**src/rtl/pwm_timer_pkg.sv**
```systemverilog
package pwm_timer_pkg;

  typedef enum logic [1:0] {
    ADDR_CTRL    = 2'd0,
    ADDR_PERIOD  = 2'd1,
    ADDR_COMPARE = 2'd2,
    ADDR_DEAD    = 2'd3
  } reg_addr_e;

  // bit 0 stop mode, bit 1 kill level true, bit 2 kill level comp
  typedef struct packed {
    logic kill_lvl_comp;
    logic kill_lvl_true;
    logic stop_mode;
  } ctrl_t;

  localparam int CTRL_W = $bits(ctrl_t);

endpackage

```
**src/rtl/pwm_regs.sv**
```systemverilog
module pwm_regs
  import pwm_timer_pkg::*;
#(
  parameter int               CNT_W       = 16,
  parameter int               DB_W        = 8,
  parameter logic [CNT_W-1:0] RST_PERIOD  = '1,
  parameter logic [CNT_W-1:0] RST_COMPARE = '0
) (
  input  logic             clk,
  input  logic             rst_n,
  input  logic             wr_en,
  input  logic [1:0]       wr_addr,
  input  logic [CNT_W-1:0] wr_data,
  output ctrl_t            ctrl,
  output logic [CNT_W-1:0] period_sh,
  output logic [CNT_W-1:0] cmp_sh,
  output logic [DB_W-1:0]  dead,
  output logic             restart
);

  reg_addr_e addr;
  assign addr    = reg_addr_e'(wr_addr);
  assign restart = wr_en && (addr == ADDR_CTRL);

  always_ff @(posedge clk) begin
    if (!rst_n) begin
      ctrl      <= '0;
      period_sh <= RST_PERIOD;
      cmp_sh    <= RST_COMPARE;
      dead      <= '0;
    end else if (wr_en) begin
      unique case (addr)
        ADDR_CTRL:    ctrl      <= ctrl_t'(wr_data[CTRL_W-1:0]);
        ADDR_PERIOD:  period_sh <= wr_data;
        ADDR_COMPARE: cmp_sh    <= wr_data;
        ADDR_DEAD:    dead      <= wr_data[DB_W-1:0];
        default:      ;
      endcase
    end
  end

endmodule

```
**src/rtl/pwm_counter.sv**
```systemverilog
module pwm_counter #(
  parameter int               CNT_W       = 16,
  parameter logic [CNT_W-1:0] RST_PERIOD  = '1,
  parameter logic [CNT_W-1:0] RST_COMPARE = '0
) (
  input  logic             clk,
  input  logic             rst_n,
  input  logic             run,
  input  logic             restart,
  input  logic             stop_mode,
  input  logic [CNT_W-1:0] period_sh,
  input  logic [CNT_W-1:0] cmp_sh,
  output logic [CNT_W-1:0] count,
  output logic [CNT_W-1:0] cmp_act,
  output logic             halted,
  output logic             boundary
);

  logic [CNT_W-1:0] per_act;
  logic             at_per;
  logic             active;

  assign at_per   = (count == per_act);
  assign active   = run && !halted;
  assign boundary = restart || (active && at_per && !stop_mode);

  always_ff @(posedge clk) begin
    if (!rst_n) begin
      count   <= '0;
      per_act <= RST_PERIOD;
      cmp_act <= RST_COMPARE;
      halted  <= 1'b0;
    end else if (restart) begin
      count   <= '0;
      per_act <= period_sh;
      cmp_act <= cmp_sh;
      halted  <= 1'b0;
    end else if (active) begin
      if (at_per) begin
        if (stop_mode) begin
          halted <= 1'b1;
        end else begin
          count   <= '0;
          per_act <= period_sh;
          cmp_act <= cmp_sh;
        end
      end else begin
        count <= count + 1'b1;
      end
    end
  end

  p_count_bound_r3: assert property (@(posedge clk) disable iff (!rst_n)
    count <= per_act);

  p_step_r2: assert property (@(posedge clk) disable iff (!rst_n)
    (active && !restart && !at_per) |=> (count == $past(count) + 1'b1));

  p_reload_wrap_r3: assert property (@(posedge clk) disable iff (!rst_n)
    (active && !restart && at_per && !stop_mode) |=> (count == '0));

  p_stop_hold_r4: assert property (@(posedge clk) disable iff (!rst_n)
    (halted && !restart) |=> ($stable(count) && halted));

  p_idle_hold_r2: assert property (@(posedge clk) disable iff (!rst_n)
    (!run && !restart) |=> $stable(count));

endmodule

```
**src/rtl/pwm_capture.sv**
```systemverilog
module pwm_capture #(
  parameter int CNT_W = 16
) (
  input  logic             clk,
  input  logic             rst_n,
  input  logic             evt_in,
  input  logic [CNT_W-1:0] count,
  output logic [CNT_W-1:0] cap
);

  logic [2:0] sync_q;
  logic       rise;

  assign rise = sync_q[1] && !sync_q[2];

  always_ff @(posedge clk) begin
    if (!rst_n) begin
      sync_q <= '0;
      cap    <= '0;
    end else begin
      sync_q <= {sync_q[1:0], evt_in};
      if (rise) cap <= count;
    end
  end

  p_cap_stable_r10: assert property (@(posedge clk) disable iff (!rst_n)
    !rise |=> $stable(cap));

  p_single_rise_r10: assert property (@(posedge clk) disable iff (!rst_n)
    rise |=> !rise);

endmodule

```
**src/rtl/pwm_deadband.sv**
```systemverilog
module pwm_deadband #(
  parameter int DB_W = 8
) (
  input  logic            clk,
  input  logic            rst_n,
  input  logic            din,
  input  logic [DB_W-1:0] dead,
  output logic            dout
);

  logic [DB_W-1:0] run_len;

  always_ff @(posedge clk) begin
    if (!rst_n) begin
      run_len <= '0;
      dout    <= 1'b0;
    end else if (!din) begin
      run_len <= '0;
      dout    <= 1'b0;
    end else if (run_len >= dead) begin
      dout <= 1'b1;
    end else begin
      run_len <= run_len + 1'b1;
    end
  end

  p_rise_needs_src_r7: assert property (@(posedge clk) disable iff (!rst_n)
    $rose(dout) |-> $past(din));

  p_fall_prompt_r7: assert property (@(posedge clk) disable iff (!rst_n)
    !din |=> !dout);

endmodule

```
**src/rtl/pwm_timer.sv**
```systemverilog
module pwm_timer
  import pwm_timer_pkg::*;
#(
  parameter int               CNT_W       = 16,
  parameter int               DB_W        = 8,
  parameter logic [CNT_W-1:0] RST_PERIOD  = '1,
  parameter logic [CNT_W-1:0] RST_COMPARE = '0
) (
  input  logic             clk,
  input  logic             rst_n,
  input  logic             run,
  input  logic             wr_en,
  input  logic [1:0]       wr_addr,
  input  logic [CNT_W-1:0] wr_data,
  input  logic             cap_evt,
  input  logic             kill_in,
  output logic [CNT_W-1:0] cnt_out,
  output logic [CNT_W-1:0] cap_out,
  output logic             pwm_true,
  output logic             pwm_comp,
  output logic             stopped
);

  localparam int NUM_OUT = 2;

  ctrl_t            ctrl;
  logic [CNT_W-1:0] period_sh;
  logic [CNT_W-1:0] cmp_sh;
  logic [DB_W-1:0]  dead;
  logic             restart;
  logic [CNT_W-1:0] count;
  logic [CNT_W-1:0] cmp_act;
  logic             halted;
  logic             boundary;
  logic             raw;
  logic [NUM_OUT-1:0] db_in;
  logic [NUM_OUT-1:0] db_out;
  logic             kill_lat;
  logic             kill_act;

  pwm_regs #(
    .CNT_W(CNT_W), .DB_W(DB_W),
    .RST_PERIOD(RST_PERIOD), .RST_COMPARE(RST_COMPARE)
  ) u_regs (
    .clk(clk), .rst_n(rst_n), .wr_en(wr_en), .wr_addr(wr_addr),
    .wr_data(wr_data), .ctrl(ctrl), .period_sh(period_sh),
    .cmp_sh(cmp_sh), .dead(dead), .restart(restart)
  );

  pwm_counter #(
    .CNT_W(CNT_W), .RST_PERIOD(RST_PERIOD), .RST_COMPARE(RST_COMPARE)
  ) u_cnt (
    .clk(clk), .rst_n(rst_n), .run(run), .restart(restart),
    .stop_mode(ctrl.stop_mode), .period_sh(period_sh), .cmp_sh(cmp_sh),
    .count(count), .cmp_act(cmp_act), .halted(halted), .boundary(boundary)
  );

  pwm_capture #(.CNT_W(CNT_W)) u_cap (
    .clk(clk), .rst_n(rst_n), .evt_in(cap_evt), .count(count), .cap(cap_out)
  );

  assign raw   = (count < cmp_act);
  assign db_in = {~raw, raw};

  for (genvar i = 0; i < NUM_OUT; i++) begin : g_db
    pwm_deadband #(.DB_W(DB_W)) u_db (
      .clk(clk), .rst_n(rst_n), .din(db_in[i]), .dead(dead), .dout(db_out[i])
    );
  end

  always_ff @(posedge clk) begin
    if (!rst_n)        kill_lat <= 1'b0;
    else if (kill_in)  kill_lat <= 1'b1;
    else if (boundary) kill_lat <= 1'b0;
  end

  assign kill_act = kill_in || kill_lat;
  assign pwm_true = kill_act ? ctrl.kill_lvl_true : db_out[0];
  assign pwm_comp = kill_act ? ctrl.kill_lvl_comp : db_out[1];
  assign cnt_out  = count;
  assign stopped  = halted;

  p_kill_force_r8: assert property (@(posedge clk) disable iff (!rst_n)
    kill_in |-> (pwm_true == ctrl.kill_lvl_true && pwm_comp == ctrl.kill_lvl_comp));

  p_kill_hold_r9: assert property (@(posedge clk) disable iff (!rst_n)
    (kill_in && !restart) |=> (pwm_true == $past(ctrl.kill_lvl_true)));

  p_no_overlap_r7: assert property (@(posedge clk) disable iff (!rst_n)
    !(db_out[0] && db_out[1]));

endmodule

```
**config.mk**
```make
export PLATFORM = sky130hd
export DESIGN_NAME = pwm_timer
export DESIGN_NICKNAME = d
export VERILOG_FILES = /design/src/rtl/pwm_timer_pkg.sv /design/src/rtl/pwm_regs.sv /design/src/rtl/pwm_counter.sv /design/src/rtl/pwm_capture.sv /design/src/rtl/pwm_deadband.sv /design/src/rtl/pwm_timer.sv
export SDC_FILE = /design/constraint.sdc
export NUM_CORES = 1
export LEC_CHECK = 0
export BUFFER_PORTS_ARGS = -buffer_cell sky130_fd_sc_hd__buf_2
export CELL_PAD_IN_SITES_DETAIL_PLACEMENT = 0
export CELL_PAD_IN_SITES_GLOBAL_PLACEMENT = 1
export CORE_ASPECT_RATIO = 0.9
export CORE_MARGIN = 4
export CORE_UTILIZATION = 25
export CTS_BUF_LIST = sky130_fd_sc_hd__clkbuf_16
export DETAILED_ROUTE_END_ITERATION = 10
export PLACE_DENSITY = 0.58
export SETUP_SLACK_MARGIN = 0.05
export SLEW_MARGIN = 10
export SYNTH_ARGS = -nofsm -noshare
export SYNTH_HDL_FRONTEND = slang
export SYNTH_SLANG_ARGS = --single-unit
```
**constraint.sdc**
```tcl
create_clock -name clk -period 3.47 [get_ports clk]
set_input_delay 0.347 -clock clk [delete_from_list [all_inputs] [get_ports clk]]
set_output_delay 0.347 -clock clk [all_outputs]
set_load 0.01 [all_outputs]
```
==> results_dict.tcl <==
set metrics [dict create \
    max_stage_delay_ns 0.54 \
    pin_count 59 \
    path_common_cell "buf_4" \
    arrival_ns 2.58 \
    detail_route.wl_per_cell_um 14.7 \
    crit_fanout 49 \
    hold_viol_final 0 \
    core_area_um2 23500 \
    grt_pass1_vias 4477 \
    status "finished, final reports clean" \
    start_util_pct 25.6 \
    fmax_ghz 0.437 \
    grt_start_max_net_pins 50 \
    final.setup_skew_ns 0.00703 \
    worstSetupPathDepth 8 \
    cts-hold-fix-buffers 0 \
    rsz0062_at_grt "false" \
    crit_family "buffers and inverters" \
    hp-class "in2reg" \
    yosysWarnings 0 \
    synth_area_per_cell_um2 8.56 \
    wl_um 15700 \
    p_int_w 0.00296 \
    cts_buffer_depth 2 \
    cp_data_required_time_ns 3.76 \
    htreeDepth 4 \
    drtAntennaViolNets 0 \
    place_area_um2 6610 \
    die_w_um 171 \
    grt_pass1_wl_um 25300 \
    async_reset_ff_share_pct 0 \
    hp-start "cap_evt" \
    worst_slew_margin_rel_pct 44.4 \
    clock_sinks 130 \
    syn_area_um2 6010 \
    p_switching_w 0.000856 \
    holdPathEnd "u_cap.sync_q[0]" \
    power_leakage_nw 2.98 \
    dr.pass1.iters 4 \
    postLayoutCoreUtil_pct 31.0 \
    antenna_found_initial 0 \
    drc 0 \
    dp_hpwl_um 11300 \
    num_rows 53 \
    cts_tree "done" \
    viasPerCell 4.41 \
    setup_viol_count_final 0 \
    crit_path_start_kind "register" \
    reg2reg_depth 8 \
    antennaDiodeCount 0 \
    fp.dieH_um 155 \
    fin_tns_setup_ns 0 \
    post-cts-setup-buffers 0 \
    slew_violations 0 \
    cts_buffers 17 \
    via_count 4718 \
    period_minus_slack_ns 2.29 \
    fin_nets 813 \
    combinationalPowerShare_pct 6.0 \
    yosys_register_bits 130 \
    dieArea_um2 26600 \
    powerDensity_nw_per_um2 525 \
    seq_area_frac_synth_pct 43.3 \
    synth_edf_count 0 \
    reg2reg_to "u_cnt.per_act[11]" \
    cts_root_buffer "clkbuf_16" \
    portBuffers 58 \
    fin_crit_sh_pct 66.0 \
    synth_top_area_share_pct 43.3 \
    syn_nets 760 \
    grt_usage_pct 12.1 \
    synth.area.top_cells "dfxtp_1 (43%), nand2_1 (9.1%), ha_1 (7.1%)" \
    synth_ff_type "dfxtp_1" \
    syn_inst 702 \
    pwr-share-seq_pct 41.0 \
    switching_share_pct 22.4 \
    clockPowerShare_pct 53.1 \
    worstHoldPathCells 2 \
    drtIter0Drc 216 \
    ys_types 41 \
    tightest_slew_ns 0.831 \
    slowest_stage "dfxtp_1" \
    critPathBufInv 2 \
    reg2reg_slack_ns 1.18 \
    worst_setup_path_end_kind "register" \
    worstSetupPathType "reg2reg" \
    drive_gt1_share_pct 13.7 \
    vdd_ir_drop_max_v 0.000301 \
    gp_congestion 0.787 \
    design_area_um2 7280 \
    post_cts_resized 0 \
    area_growth_pct 21.2 \
    clock_latency_ns 0.42 \
    drv_cap 0 \
    yosysTopAreaCell "dfxtp_1" \
    clk_pin_slew_ns 0.06 \
    worstReg2RegStart "u_cnt.count[2]" \
    grt_overflow_total 0 \
    critical_path.cell_chain "xnor2_1 -> nand4_1 -> nor4_4 -> buf_4 -> a21oi_4 -> buf_4 -> mux2i_1 -> nand2_1" \
]
==> routing by layer <==
metal | GRT usage, % | part of all wire [%] | vias to the layer above
met1 | 17.4 | 53 | 2182
met5 | 0 | 0 | -
met2 | 17.7 | 43 | 52
met4 | 4.64 | 1.9 | 0
met3 | 2.72 | 2.4 | 18
li1 | - | - | 2466
==> how the worst max path moves through the flow <==
stage,endpoint,from,slack [ns]
after floorplan,g_db[1].u_db.run_len[0],u_cnt.count[13],1.37
after global placement,g_db[0].u_db.run_len[6],u_cnt.count[13],1.18
after detailed placement,g_db[0].u_db.run_len[6],u_cnt.count[13],1.18
after CTS,g_db[0].u_db.run_len[6],u_cnt.count[13],1.15
after global routing,u_cnt.per_act[7],u_cnt.count[2],0.99
final,u_cnt.per_act[11],u_cnt.count[2],1.18
==> power groups by stage <==
stage	logic (W)	registers, W	clock network (W)
after floorplan	0.000162	0.00158	0
after global placement	0.000232	0.00160	0
after detailed placement	0.000231	0.00160	0
after CTS	0.000232	0.00156	0.00208
after global routing	0.000257	0.00157	0.00215
final	0.000228	0.00156	0.00203
==> cell usage after synthesis, types with 5 or more instances <==
library cell  count
a21boi_0         33
a21o_1            8
a21oi_1          39
and2_1            5
and3_1            6
and4_1            7
clkbuf_1         28
dfxtp_1         130
ha_1             34
inv_1            30
mux2i_1          29
nand2_1         145
nand2b_1          6
nand3_1          44
nand4_1          14
nor2_1           37
nor2b_1          15
o21ai_0           9
o21ai_1          10
xnor2_1          42
==> metrics by stage <==
| step | power [W] | setup WS, ns | std cells | hold slack (ns) |
|---|---|---|---|---|
| floorplan | 0.00175 | 1.37 | 702 | 0.412 |
| global placement | 0.00183 | 1.18 | 1038 | 0.421 |
| detailed placement | 0.00183 | 1.18 | 1038 | 0.435 |
| CTS | 0.00388 | 1.15 | 1070 | 0.121 |
| global route | 0.00397 | 0.992 | 1070 | 0.125 |
| finish | 0.00382 | 1.18 | 1070 | 0.140 |
==> worst register-to-register path, delay by kind of cell, from the launching register on <==
| family | cells | cell delay [ns] |
|---|---|---|
| compound gates | 1 | 0.08 |
| mux | 1 | 0.25 |
| xor+xnor | 1 | 0.20 |
| simple gates | 3 | 0.51 |
| flops | 1 | 0.54 |
| buf+inv | 2 | 0.57 |
==> cell type report <==
type,instances,area (um2)
timing repair buffer,69,375
clock buffer,17,425
clock inverter,15,239
tap,302,378
sequential,130,2600
fill,2532,16200
inverter,30,113
multi-input combinational,507,3140
==> cells by family (layout without fill, tap and decap cells) <==
logic type               after synthesis  count (layout)  share of synthesized area [%]
AO/OA/AOI/OAI                        113             113                           11.8
XOR/XNOR                              42              42                           6.12
adder cells (fa/ha/maj)               34              34                           7.08
buffers and inverters                 65             131                           4.44
flip-flops                           130             130                           43.3
multiplexers                          31              31                           5.21
AND/OR/NAND/NOR                      287             287                           22.0
==> registers in the layout, indices dropped and copies added, names as in the netlist <==
register,count
g_db.u_db.run_len,16
u_cap.cap,16
u_cnt.cmp_act,16
u_cnt.count,16
u_cnt.per_act,16
u_regs.cmp_sh,16
u_regs.period_sh,16
u_regs.dead,8
u_cap.sync_q,3
u_regs.ctrl,3
g_db.u_db.dout,2
kill_lat,1
u_cnt.halted,1
==> placed cells by master (no fill, tap or decap), types with 7 or more instances in the layout <==
master     netlist  final
a21boi_0        33     33
a21o_1           8      8
a21oi_1         39     39
and4_1           7      7
buf_2            3     57
buf_4            1     12
clkbuf_16        0     17
dfxtp_1        130    130
ha_1            34     34
inv_1           30     30
mux2i_1         29     29
nand2_1        145    145
nand3_1         44     44
nand4_1         14     14
nor2_1          37     37
nor2b_1         15     15
o21ai_0          9      9
o21ai_1         10     10
xnor2_1         42     42
No activity file was read; power rests on OpenSTA's default activity.
